$ cat src/rtl/twi_aa_pkg.sv
package twi_aa_pkg;

    localparam int ADDR_W = 7;
    localparam int BYTE_W = ADDR_W + 1;
    localparam logic [BYTE_W-1:0] CFG_RST = 8'hFE;

    // bus role supplied by the controller
    localparam logic [1:0] ROLE_SLAVE = 2'd0;
    localparam logic [1:0] ROLE_MTX   = 2'd1;
    localparam logic [1:0] ROLE_MRX   = 2'd2;

    typedef enum logic [1:0] {
        SL_IDLE = 2'd0,
        SL_RX   = 2'd1,
        SL_TX   = 2'd2
    } slv_state_e;

    typedef struct packed {
        logic [ADDR_W-1:0] own;
        logic              gce;
    } addr_cfg_t;

    typedef struct packed {
        logic own_hit;
        logic gc_hit;
        logic rd;
    } cmp_res_t;

    // ACK decision for a byte that is not an address byte
    function automatic logic ack_for_data(input logic [1:0] role_v,
                                          input slv_state_e st_v,
                                          input logic ack_en_v);
        logic rx_side;
        rx_side = (role_v == ROLE_MRX) ||
                  ((role_v == ROLE_SLAVE) && (st_v == SL_RX));
        return ack_en_v && rx_side;
    endfunction

endpackage

$ cat src/rtl/twi_aa_cfg_reg.sv
module twi_aa_cfg_reg
    import twi_aa_pkg::*;
#(
    parameter int W = BYTE_W,
    parameter logic [W-1:0] RST_VAL = CFG_RST
) (
    input  logic         clk,
    input  logic         rst,
    input  logic         load,
    input  logic [W-1:0] wdata,
    output logic [W-1:0] q
);

    always_ff @(posedge clk) begin
        if (rst) begin
            q <= RST_VAL;
        end else if (load) begin
            q <= wdata;
        end
    end

endmodule

$ cat src/rtl/twi_aa_addr_cmp.sv
module twi_aa_addr_cmp
    import twi_aa_pkg::*;
(
    input  addr_cfg_t         cfg,
    input  logic [BYTE_W-1:0] rx,
    output cmp_res_t          res
);

    logic zero_byte;

    always_comb begin
        zero_byte   = (rx == '0);
        res.gc_hit  = cfg.gce && zero_byte;
        // a general call is reported as such even if own address is zero
        res.own_hit = !res.gc_hit && (rx[BYTE_W-1:1] == cfg.own);
        res.rd      = rx[0];
    end

endmodule

$ cat src/rtl/twi_aa_ack_ctl.sv
module twi_aa_ack_ctl
    import twi_aa_pkg::*;
(
    input  logic       clk,
    input  logic       rst,
    input  logic       ack_en,
    input  logic [1:0] role,
    input  logic       start_det,
    input  logic       byte_done,
    input  cmp_res_t   cmp,
    output logic       match_evt,
    output logic       gen_call,
    output logic       slv_tx,
    output logic       sda_ack
);

    logic       expect_addr;
    slv_state_e st;
    logic       hit;
    logic       data_ack;

    always_comb begin
        hit      = ack_en && (cmp.own_hit || cmp.gc_hit);
        data_ack = ack_for_data(role, st, ack_en);
    end

    always_ff @(posedge clk) begin
        if (rst) begin
            expect_addr <= 1'b0;
            st          <= SL_IDLE;
            match_evt   <= 1'b0;
            gen_call    <= 1'b0;
            slv_tx      <= 1'b0;
            sda_ack     <= 1'b1;
        end else begin
            match_evt <= 1'b0;
            if (start_det) begin
                expect_addr <= 1'b1;
                st          <= SL_IDLE;
                gen_call    <= 1'b0;
                slv_tx      <= 1'b0;
                sda_ack     <= 1'b1;
            end else if (byte_done) begin
                expect_addr <= 1'b0;
                if (expect_addr) begin
                    if ((role == ROLE_SLAVE) && hit) begin
                        st        <= cmp.rd ? SL_TX : SL_RX;
                        match_evt <= 1'b1;
                        gen_call  <= cmp.gc_hit;
                        slv_tx    <= cmp.rd;
                        sda_ack   <= 1'b0;
                    end else begin
                        st      <= SL_IDLE;
                        sda_ack <= 1'b1;
                    end
                end else begin
                    sda_ack <= !data_ack;
                end
            end
        end
    end

    assert_start_release_R11: assert property (@(posedge clk) disable iff (rst)
        $past(start_det) |-> (sda_ack && !match_evt && !gen_call && !slv_tx));

    assert_noack_disabled_R6: assert property (@(posedge clk) disable iff (rst)
        $past(byte_done && !start_det && !ack_en) |-> (sda_ack && !match_evt));

    assert_ack_hold_R10: assert property (@(posedge clk) disable iff (rst)
        (!$past(byte_done) && !$past(start_det)) |-> $stable(sda_ack));

    assert_match_pulse_R3: assert property (@(posedge clk) disable iff (rst)
        match_evt |=> !match_evt);

    assert_match_ack_R3: assert property (@(posedge clk) disable iff (rst)
        match_evt |-> (!sda_ack && $past(byte_done)));

    assert_gc_write_R5: assert property (@(posedge clk) disable iff (rst)
        gen_call |-> !slv_tx);

    assert_tx_release_R9: assert property (@(posedge clk) disable iff (rst)
        (byte_done && !start_det && !expect_addr && slv_tx) |=> sda_ack);

endmodule

$ cat src/rtl/twi_addr_ack.sv
module twi_addr_ack
    import twi_aa_pkg::*;
(
    input  logic              clk,
    input  logic              rst,
    input  logic              cfg_load,
    input  logic [BYTE_W-1:0] cfg_wdata,
    input  logic              ack_en,
    input  logic [1:0]        role,
    input  logic              start_det,
    input  logic              byte_done,
    input  logic [BYTE_W-1:0] rx_byte,
    output logic              match_evt,
    output logic              gen_call,
    output logic              slv_tx,
    output logic              sda_ack
);

    logic [BYTE_W-1:0] cfg_q;
    addr_cfg_t         cfg_s;
    cmp_res_t          cmp_s;

    twi_aa_cfg_reg #(.W(BYTE_W), .RST_VAL(CFG_RST)) cfg_i (
        .clk   (clk),
        .rst   (rst),
        .load  (cfg_load),
        .wdata (cfg_wdata),
        .q     (cfg_q)
    );

    assign cfg_s = cfg_q;

    twi_aa_addr_cmp cmp_i (
        .cfg (cfg_s),
        .rx  (rx_byte),
        .res (cmp_s)
    );

    twi_aa_ack_ctl ctl_i (
        .clk       (clk),
        .rst       (rst),
        .ack_en    (ack_en),
        .role      (role),
        .start_det (start_det),
        .byte_done (byte_done),
        .cmp       (cmp_s),
        .match_evt (match_evt),
        .gen_call  (gen_call),
        .slv_tx    (slv_tx),
        .sda_ack   (sda_ack)
    );

endmodule

$ cat config.mk
export PLATFORM = sky130hd
export DESIGN_NAME = twi_addr_ack
export DESIGN_NICKNAME = d
export VERILOG_FILES = /design/src/rtl/twi_aa_pkg.sv /design/src/rtl/twi_aa_cfg_reg.sv /design/src/rtl/twi_aa_addr_cmp.sv /design/src/rtl/twi_aa_ack_ctl.sv /design/src/rtl/twi_addr_ack.sv
export SDC_FILE = /design/constraint.sdc
export NUM_CORES = 1
export LEC_CHECK = 0
export CAP_MARGIN = 0
export CORE_MARGIN = 2
export CORE_UTILIZATION = 43
export DETAILED_ROUTE_END_ITERATION = 6
export PLACE_DENSITY = 0.77
export SKIP_CTS_REPAIR_TIMING = 1
export SYNTH_ARGS = -nofsm -noshare
export SYNTH_HDL_FRONTEND = slang
export SYNTH_SLANG_ARGS = --single-unit
$ cat constraint.sdc
create_clock -name clk -period 1.55 [get_ports clk]
set_input_delay 0.3875 -clock clk [delete_from_list [all_inputs] [get_ports clk]]
set_output_delay 0.3875 -clock clk [all_outputs]
set_load 0.005 [all_outputs]
Yosys cells after proc, flatten, opt, wreduce, memory -nomap -nowiden
Index checks and enable logic that the tools add are counted.
{"block": "totals", "regBits": 15, "latch_bits": 0, "ram_bits": 0, "mem_bits_ro": 0, "in_bits": 24, "output_inout_bits": 4, "elab_cells": 36, "n_memories": 0}
{"block": "op_classes", "addsub": 0, "multipliers": 0, "div": 0, "magnitude_cmp": 0, "n_eq_ne": 3, "shifts": 0, "n_mux": 7, "bitwise_logic": 2, "reduce_logical": 17}
{"cell": "$logic_not A8 Y1", "n": 1}
{"cell": "$eq A7 B7 Y1", "n": 1}
{"cell": "$logic_and A1 B1 Y1", "n": 6}
{"cell": "$mux W1", "n": 5}
{"cell": "$mux W2", "n": 2}
{"cell": "$reduce_or A4 Y1", "n": 1}
{"cell": "$reduce_and A3 Y1", "n": 1}
{"cell": "$eq A2 B1 Y1 const B", "n": 1}
{"cell": "$eq A2 B2 Y1 const B", "n": 1}
{"cell": "$logic_not A1 Y1", "n": 2}
{"cell": "$logic_not A2 Y1", "n": 1}
{"cell": "$logic_or A1 B1 Y1", "n": 2}
{"cell": "$not A1 Y1", "n": 2}
{"cell": "$reduce_and A2 Y1", "n": 1}
{"cell": "$reduce_bool A2 Y1", "n": 1}
{"cell": "$reduce_or A2 Y1", "n": 1}

Logic depth before layout (Yosys ltp)
Gate-level depths: netlist of the first run.
{"block": "logic_depth", "depth_word": 9, "ltp_mapped": 5, "ltp_nobuf": 4}

Modules after synthesis
A second synthesis of the first run with hierarchy kept.
{"block": "hier_totals", "hier_cells": 75, "area_unflattened_um2": 723.2}
{"mod": "twi_aa_ack_ctl", "n_inst": 1, "cells_each": 35, "area_each_um2": 305.3, "seq_area_each_um2": 140.1}
{"mod": "twi_aa_cfg_reg", "n_inst": 1, "cells_each": 26, "area_each_um2": 304.0, "seq_area_each_um2": 160.2}
{"mod": "twi_aa_addr_cmp", "n_inst": 1, "cells_each": 14, "area_each_um2": 113.9, "seq_area_each_um2": 0.0}

Worst setup path before layout of the first run
No wires, ideal clock.
{"block": "synth_path", "path_type": "input to register", "start": "input port rx_byte[7]", "end": "register ctl_i.slv_tx", "setup_time_ps": 74, "arrival_ps": 1362, "required_time_ps": 1476, "setup_slack_ps": 114, "path_stages": 4, "n_path_buf": 0, "path_cell_list": "xnor2_1 nand4_1 or4b_1 a31oi_1"}
{"block": "synth_via", "elab_chain_cells": 8, "word_cells_on_any_way": 9, "classes_between": "eq/ne (1); reduce/logical (8)"}
{"item": "start, declared", "line_no": "twi_addr_ack.sv:12", "source": "input logic [BYTE_W-1:0] rx_byte,"}
{"item": "$logic_not A8 Y1", "line_no": "twi_aa_addr_cmp.sv:12", "source": "zero_byte = (rx == '0);"}
{"item": "$logic_and A1 B1 Y1", "line_no": "twi_aa_addr_cmp.sv:13", "source": "res.gc_hit = cfg.gce && zero_byte;"}
{"item": "$logic_not A1 Y1", "line_no": "twi_aa_addr_cmp.sv:15", "source": "res.own_hit = !res.gc_hit && (rx[BYTE_W-1:1] == cfg.own);"}
{"item": "$logic_and A1 B1 Y1", "line_no": "twi_aa_addr_cmp.sv:15"}
{"item": "$logic_or A1 B1 Y1 (*)", "line_no": "twi_aa_ack_ctl.sv:23", "source": "hit = ack_en && (cmp.own_hit || cmp.gc_hit);"}
{"item": "$logic_and A1 B1 Y1 (*)", "line_no": "twi_aa_ack_ctl.sv:23"}
{"item": "$logic_and A1 B1 Y1 (*)", "line_no": "twi_aa_ack_ctl.sv:46", "source": "if ((role == ROLE_SLAVE) && hit) begin"}
{"item": "$reduce_and A3 Y1 (no source line) (*)"}
{"item": "end signal, assigned", "line_no": "twi_aa_ack_ctl.sv:50", "source": "slv_tx <= cmp.rd;"}
{"item": "end, declared", "line_no": "twi_aa_ack_ctl.sv:13", "source": "output logic slv_tx,"}
Mark *: on every way between the ends. The rest lies on a longest branch, timed or not.
A chain may end at the register's enable or synchronous reset.

Final worst setup path of the first run
{"block": "layout_path", "start": "register ctl_i.gen_call", "end": "output port gen_call"}
{"item": "start, declared", "line_no": "twi_aa_ack_ctl.sv:12", "source": "output logic gen_call,"}
{"item": "start signal, assigned", "line_no": "twi_aa_ack_ctl.sv:49", "source": "gen_call <= cmp.gc_hit;"}
{"item": "end, declared", "line_no": "twi_addr_ack.sv:14", "source": "output logic gen_call,"}
No word-level cell between the ends.

==> metrics.md, run 1 <==
| Metric | Value |
|---|---|
| Status | finished, final reports clean |
| Die X | around 47 um |
| DRT iter0 DRCs | 7 |
| Synth area leader | dfxtp_1 |
| Pin count of the biggest net entering global routing | 16 |
| WP data arrival | around 1100 ps |
| Final Hold Fails | 0 |
| TritonCTS clock tree | yes |
| Ant diodes | 0 |
| Worst Path Required | about 1200 ps |
| F_max | between 600 and 700 MHz |
| Post-layout minimum cycle time | around 1500 ps |
| Max cap viols | 0 |
| Complex-gate fraction of the synthesized area | 0.1978 |
| Final Max Slew Viols | 0 |
| Yosys top cell area share | 0.3828 |
| Total negative slack | 0 ps |
| Initial antenna violation count | 0 |
| H-tree depth | 1 |
| Die area | 2182 um2 |
| Post-synth top cells | dfxtp_1, nor2b_1, a211o_1, xnor2_1, nand3_1 |
| Area Overhead vs Synth | 65.39% |
| Crit Path Max Fanout | 2 |
| Startpoint types | flip-flop |
| Warnings from Yosys | 0 |
| Fraction of the yosys area taken by sequential cells | 0.3828 |
| Core area | 1727 um2 |
| Clock Sinks | 15 |
| First-pass GRT wire length | roughly 2800 um |
| Gpl congestion | 0.8125 |
| Leakage dissipation | a little under 0.6 nW |
| Yosys cell types | 32 |
| Pwr dens | 650.3 nW/um2 |
| Grt ovf | 0 |
| Max_slew headroom | 0.8308 |
| Syn Nets | around 110 |
| Final wirelength | just under 2000 um |
| Routed vias | ~790 |
| HPWL Detailed | approximately 1500 um |
| Combinational family with the most area after synthesis | simple AND/OR/NAND/NOR gates |
| Dpl ws | -466.1 ps |
| Synth Register Bits | 15 |
| Share of flip-flops with an asynchronous set or reset | 0 |
| Mux contribution to synthesized area | 0.01276 |
| Die Y | ~47 um |
| Most numerous cell in the Yosys netlist | dfxtp_1 |
| DRC Markers | 0 |
| Max VDD drop | approximately 0.66 mV |
| Ys flop type | dfxtp_1 |
| TritonCTS Buffers | 3 |
| Clk buf depth | 2 |
| Mapped Avg Cell Area | 9.229 um2 |
| Slowest CP cell | clkdlybuf4s50_1 |
| Root buf cell | clkbuf_4 |
| All-layer global routing usage | 0.1909 |
| Starting density of the core | 0.4543 |
| Post-synth EDFFs | 0 |
| Post-Synth Simple-Gate Area | 0.2839 |
| Hold Path Cell Cnt | 2 |
| Final ANT Viol Nets | 0 |
| Vias in the first global route | ~700 |
| Worst path bufs/invs | 1 |
| Crit Path Class | flip-flop to output pin |
| Hold Path Class | flip-flop to flip-flop |
| Via density per instance | about 5.1 |
| Crit-path max cell delay | approximately 490 ps |
| Post-synthesis xor/xnor area fraction | 0.09888 |
| Clk Latency, worst-skew pair | 280 ps |
| Total power | 0.8438 mW |
| Worst path depth | 1 |
| Top Family by Delay on Critical Path | buffers and inverters |
| Largest cells by area after synthesis | dfxtp_1, a211o_1, xnor2_1 |
| IO buf count | 27 |
| Share of layout cells above drive strength 1 | 0.2403 |
| Fin worst setup slack | approximately 54 ps |
| Clock Skew | between 4 and 5 ps |
| Finish-stage setup viols | 0 |
| Per-cell routed wire length | roughly 13 um |
| Critical Path, Cell by Cell | clkdlybuf4s50_1 |
| Nets | roughly 150 |
| Worst Tran Pin Value | roughly 250 ps |
| CP Capture Type | output pin |
| I/O pin count | 28 |
| Syn Inst Count | 85 |
| Tcrit/Tclk final | 0.9655 |
| Detailed Routing Iterations Pass 1 | 4 |
| Worst R2R Path Depth | 4 |
| Rows | 15 |
| Adder-Cell Fraction of Synth Area | 0 |
| Mapped Area | a little under 800 um2 |
| Reg clk slew, reported paths | roughly 90 ps |
==> cells by family (layout without fill, tap and decap cells) <==
family                 after synthesis  after routing
AO/OA/AOI/OAI                       22             22
buffers and inverters                5             49
AND/OR/NAND/NOR                     34             34
multiplexers                         1              1
flip-flops                          15             15
XOR/XNOR                             8              8
==> metrics by stage <==
stage	cells	cell area, um2	util	hold slack [ps]
3_5_place_dp	149	1187	0.6877	447.7
4_1_cts	153	1214	0.7029	476.7
2_1_floorplan	85	784.5	-	432.2
3_3_place_gp	149	1187	0.6877	443.6
6_report	154	1297	0.7514	472.1
5_1_grt	154	1297	0.7514	501.8
==> cell usage in the layout, fill, tap and decap left out, drive strengths merged <==
cell            n
buf            16
dfxtp          15
clkdlybuf4s50  15
dlymetal6s2s   12
nor2b           8
a211o           7
xnor2           7
nand3           5
o21ai           4
a21oi           4
clkbuf          4
nor2            3
nand2           3
and3            2
or3             2
nand4           2
inv             2
a31oi           2
nor3b           2
and4            2
mux2i           1
nor4            1
nor4b           1
or2             1
o22ai           1
a21o            1
xor2            1
o311ai          1
or4b            1
o31ai           1
o32a            1
nor3            1
==> registers in the layout (all words and copies together), names as in the netlist <==
register and count:
cfg_i.q 8, ctl_i.expect_addr 1, ctl_i.gen_call 1, ctl_i.match_evt 1, ctl_i.sda_ack 1, ctl_i.slv_tx 1, ctl_i.st 2
==> path summary, 6_finish.rpt <==
kind,from,to,slack [ps]
worst max-delay path,ctl_i.gen_call$_SDFFE_PP0P_,gen_call,50
worst min-delay path,ctl_i.st[1]$_SDFFE_PP0P_,ctl_i.st[1]$_SDFFE_PP0P_,470
worst max register to register,cfg_i.q[6]$_SDFFE_PP1P_,ctl_i.slv_tx$_SDFFE_PP0P_,80
worst min register to register,ctl_i.st[1]$_SDFFE_PP0P_,ctl_i.st[1]$_SDFFE_PP0P_,470
==> metal layers <==
layer,vias to the layer above,GRT usage,share of wire
met4,0,0.1000,0.018
met2,24,0.3417,0.52
met3,4,0.03529,0.048
met5,-,0,0
met1,354,0.2133,0.42
li1,405,-,-
==> layout make-up <==
cell class                      instances  area [um2]
Sequential cell                        15       300.3
Fill cell                             133       429.2
Multi-Input combinational cell         65       511.7
Timing Repair Buffer                   43       420.4
Clock buffer                            4       26.28
Tap cell                               25       31.28
Inverter                                2       7.507
==> power by group <==
group | switching (mW) | total [mW] | internal [mW]
sequential | 0.0143 | 0.416 | 0.402
clock | 0.121 | 0.221 | 0.100
combinational | 0.0779 | 0.206 | 0.128
Note: power is estimated with default switching activity, not from simulation.
==> run 2: changes to the inputs <==
--- a/config.mk
+++ b/config.mk
@@ -10,7 +10,9 @@
 export CORE_UTILIZATION = 43
 export DETAILED_ROUTE_END_ITERATION = 6
 export PLACE_DENSITY = 0.77
+export SETUP_SLACK_MARGIN = 0.3
 export SKIP_CTS_REPAIR_TIMING = 1
+export SLEW_MARGIN = 0
 export SYNTH_ARGS = -nofsm -noshare
 export SYNTH_HDL_FRONTEND = slang
 export SYNTH_SLANG_ARGS = --single-unit
==> run 2 against run 1 <==
Net effect:
- sequential cell count is the same
- final area rose by 13%
- global-route usage shrank 0.23 points
- cell count rose by 5.8%
- clock power increased by 5%
- wire length increased by 17%
- hold slack better by 4.0 ps
- utilization rose by 9.6 points
- non-clock buffer count is 9 higher
- largest power group unchanged
==> metrics.md, run 2 (same netlist as run 1, synthesis figures left out) <==
| Metric | Value |
|---|---|
| Final Max Slew Viols | 0 (unchanged) |
| Largest registers | cfg_i.q x8, ctl_i.st x2 |
| Worst R2R Path Depth | 4 (unchanged) |
| Final wirelength | 2277 um (+17%) |
| Gpl congestion | 0.8275 (+1.8%) |
| All-layer global routing usage | 0.1886 (-0.002341) |
| Crit Path Class | primary input to flip-flop |
| Nets | 163 (+5.8%) |
| Via density per instance | 5.344 (+4.6%) |
| Final ANT Viol Nets | 0 (unchanged) |
| Max_slew headroom | 0.8133 (-0.01753) |
| Grt ovf | 0 (unchanged) |
| Clock Sinks | 15 (unchanged) |
| Clk buf depth | 2 (unchanged) |
| Tcrit/Tclk final | 0.9462 (-0.01928) |
| Starting density of the core | 0.4543 (unchanged) |
| Hold Path Class | flip-flop to flip-flop |
| Flop2flop setup slack | 150 ps (+70 ps) |
| Worst path bufs/invs | 1 (unchanged) |
| Top Family by Delay on Critical Path | simple AND/OR/NAND/NOR gates |
| Rows | 15 (unchanged) |
| Max cap viols | 0 (unchanged) |
| Slowest CP cell | clkdlybuf4s50_1 |
| Worst Path Required | 1770 ps (+610 ps) |
| H-tree depth | 1 (unchanged) |
| Crit-path max cell delay | 470 ps (-20 ps) |
| Pin count of the biggest net entering global routing | 16 (unchanged) |
| Die X | 46.72 um (unchanged) |
| Most frequent cells in the layout | buf_4, dlymetal6s2s_1, clkdlybuf4s50_1 |
| IO buf count | 27 (unchanged) |
| First-pass GRT wire length | 2911 um (+2.2%) |
| Vias in the first global route | 736 (+7.3%) |
| F_max | 681.8 MHz (+2.0%) |
| Crit Path Max Fanout | 2 (unchanged) |
| Die Y | 46.72 um (unchanged) |
| Most common library cell in the layout ignoring fill and taps | buf_4 |
| Leakage dissipation | 0.7379 nW (+24%) |
| Worst Tran Pin Value | 278.9 ps (+27.26 ps) |
| TritonCTS clock tree | yes |
| Total negative slack | 0 ps (unchanged) |
| Clk Latency, worst-skew pair | 290 ps (about the same) |
| Worst path depth | 4 (+3) |
| Ant diodes | 0 (unchanged) |
| Finish-stage setup viols | 0 (unchanged) |
| Hold Path Cell Cnt | 2 (unchanged) |
| HPWL Detailed | 1542 um (+1.5%) |
| Non-filler cells, final | 163 (+5.8%) |
| Placed cell areas | 1251 um2 (+5.4%) |
| Clock Skew | 3.134 ps (-1.181 ps) |
| Per-cell routed wire length | 13.97 um (+10%) |
| I/O pin count | 28 (unchanged) |
| Design area | 1464 um2 (+13%) |
| Detailed Routing Iterations Pass 1 | 4 (unchanged) |
| Share of layout cells above drive strength 1 | 0.3986 (+0.1582) |
| Initial antenna violation count | 0 (unchanged) |
| Core area | 1727 um2 (unchanged) |
| TritonCTS Buffers | 3 (unchanged) |
| CP Capture Type | flip-flop |
| DRC Markers | 0 (unchanged) |
| Reg with most FFs | cfg_i.q |
| WP data arrival | 1690 ps (+580 ps) |
| Largest register FFs | 8 (unchanged) |
| Pwr dens | 618.2 nW/um2 (-4.9%) |
| RSZ-0062 raised after global routing | true |
| Status | finished, final reports clean |
| Area Overhead vs Synth | 86.60% |
| Dpl cells | 154 (+3.4%) |
| Post-layout minimum cycle time | 1467 ps (-29.89 ps) |
| Startpoint types | primary input |
| Root buf cell | clkbuf_4 |
| Critical Path, Cell by Cell | clkdlybuf4s50_1, and3_1, or4b_1, a31oi_1 |
| Final Hold Fails | 0 (unchanged) |
| DRT iter0 DRCs | 20 (+13) |
| Total power | 0.9050 mW (+7.3%) |
| Reg clk slew, reported paths | 90 ps (about the same) |
| Max VDD drop | 0.5509 mV (-17%) |
| Routed vias | 871 (+11%) |
| Die area | 2182 um2 (unchanged) |
run 2: changes by cell type in the layout (fill, tap and decap cells not counted), moves of 3 or more:
cell	before	now
buf_6	0	3
buf_4	16	22
dlymetal6s2s_1	12	17
dfxtp_2	0	9
dfxtp_1	15	6
clkdlybuf4s50_1	15	10
run 2: cell type report:
class / instances / area [um2]
Clock buffer: 4 / 26.28
Tap cell: 25 / 31.28
Inverter: 2 / 7.507
Fill cell: 108 / 262.8
Timing Repair Buffer: 52 / 511.7
Sequential cell: 15 / 311.5
Multi-Input combinational cell: 65 / 575.6
run 2: worst paths after layout:
| path | startpoint | to |
|---|---|---|
| worst min-delay path | ctl_i.gen_call$_SDFFE_PP0P_ | ctl_i.gen_call$_SDFFE_PP0P_ |
| worst max register to register | cfg_i.q[2]$_SDFFE_PP1P_ | ctl_i.slv_tx$_SDFFE_PP0P_ |
| worst min register to register | ctl_i.gen_call$_SDFFE_PP0P_ | ctl_i.gen_call$_SDFFE_PP0P_ |
| worst max-delay path | rx_byte[0] | ctl_i.slv_tx$_SDFFE_PP0P_ |
run 2: per-stage QoR:
stage / util / hold WS (ps) / worst slack (ps)
finish: 0.8478 / 476.1 / 83.39
global route: 0.8478 / 498.5 / 48.65
CTS: 0.7399 / 465.7 / -133.8
detailed placement: 0.7246 / 454.8 / -436.0
global placement: 0.7246 / 447.6 / -384.2
floorplan: - / 432.1 / 114.6
run 2: worst min-delay path, cell delays in order (launching register included):
cell     delay (ps)
dfxtp_2         330
o31ai_1          50
a21oi_1          60
run 2: layer usage:
layer	global-route usage	up-vias	wire [um]
met4	0.08889	0	33
met1	0.2108	406	856
met3	0.03529	4	146
li1	-	422	-
met2	0.3417	39	1240
met5	0	-	0
run 2: report_power, final:
group	internal, mW	switching, mW	leakage (nW)
Combinational	0.156	0.0964	0.600
Sequential	0.405	0.0151	0.122
Clock	0.100	0.133	0.0150
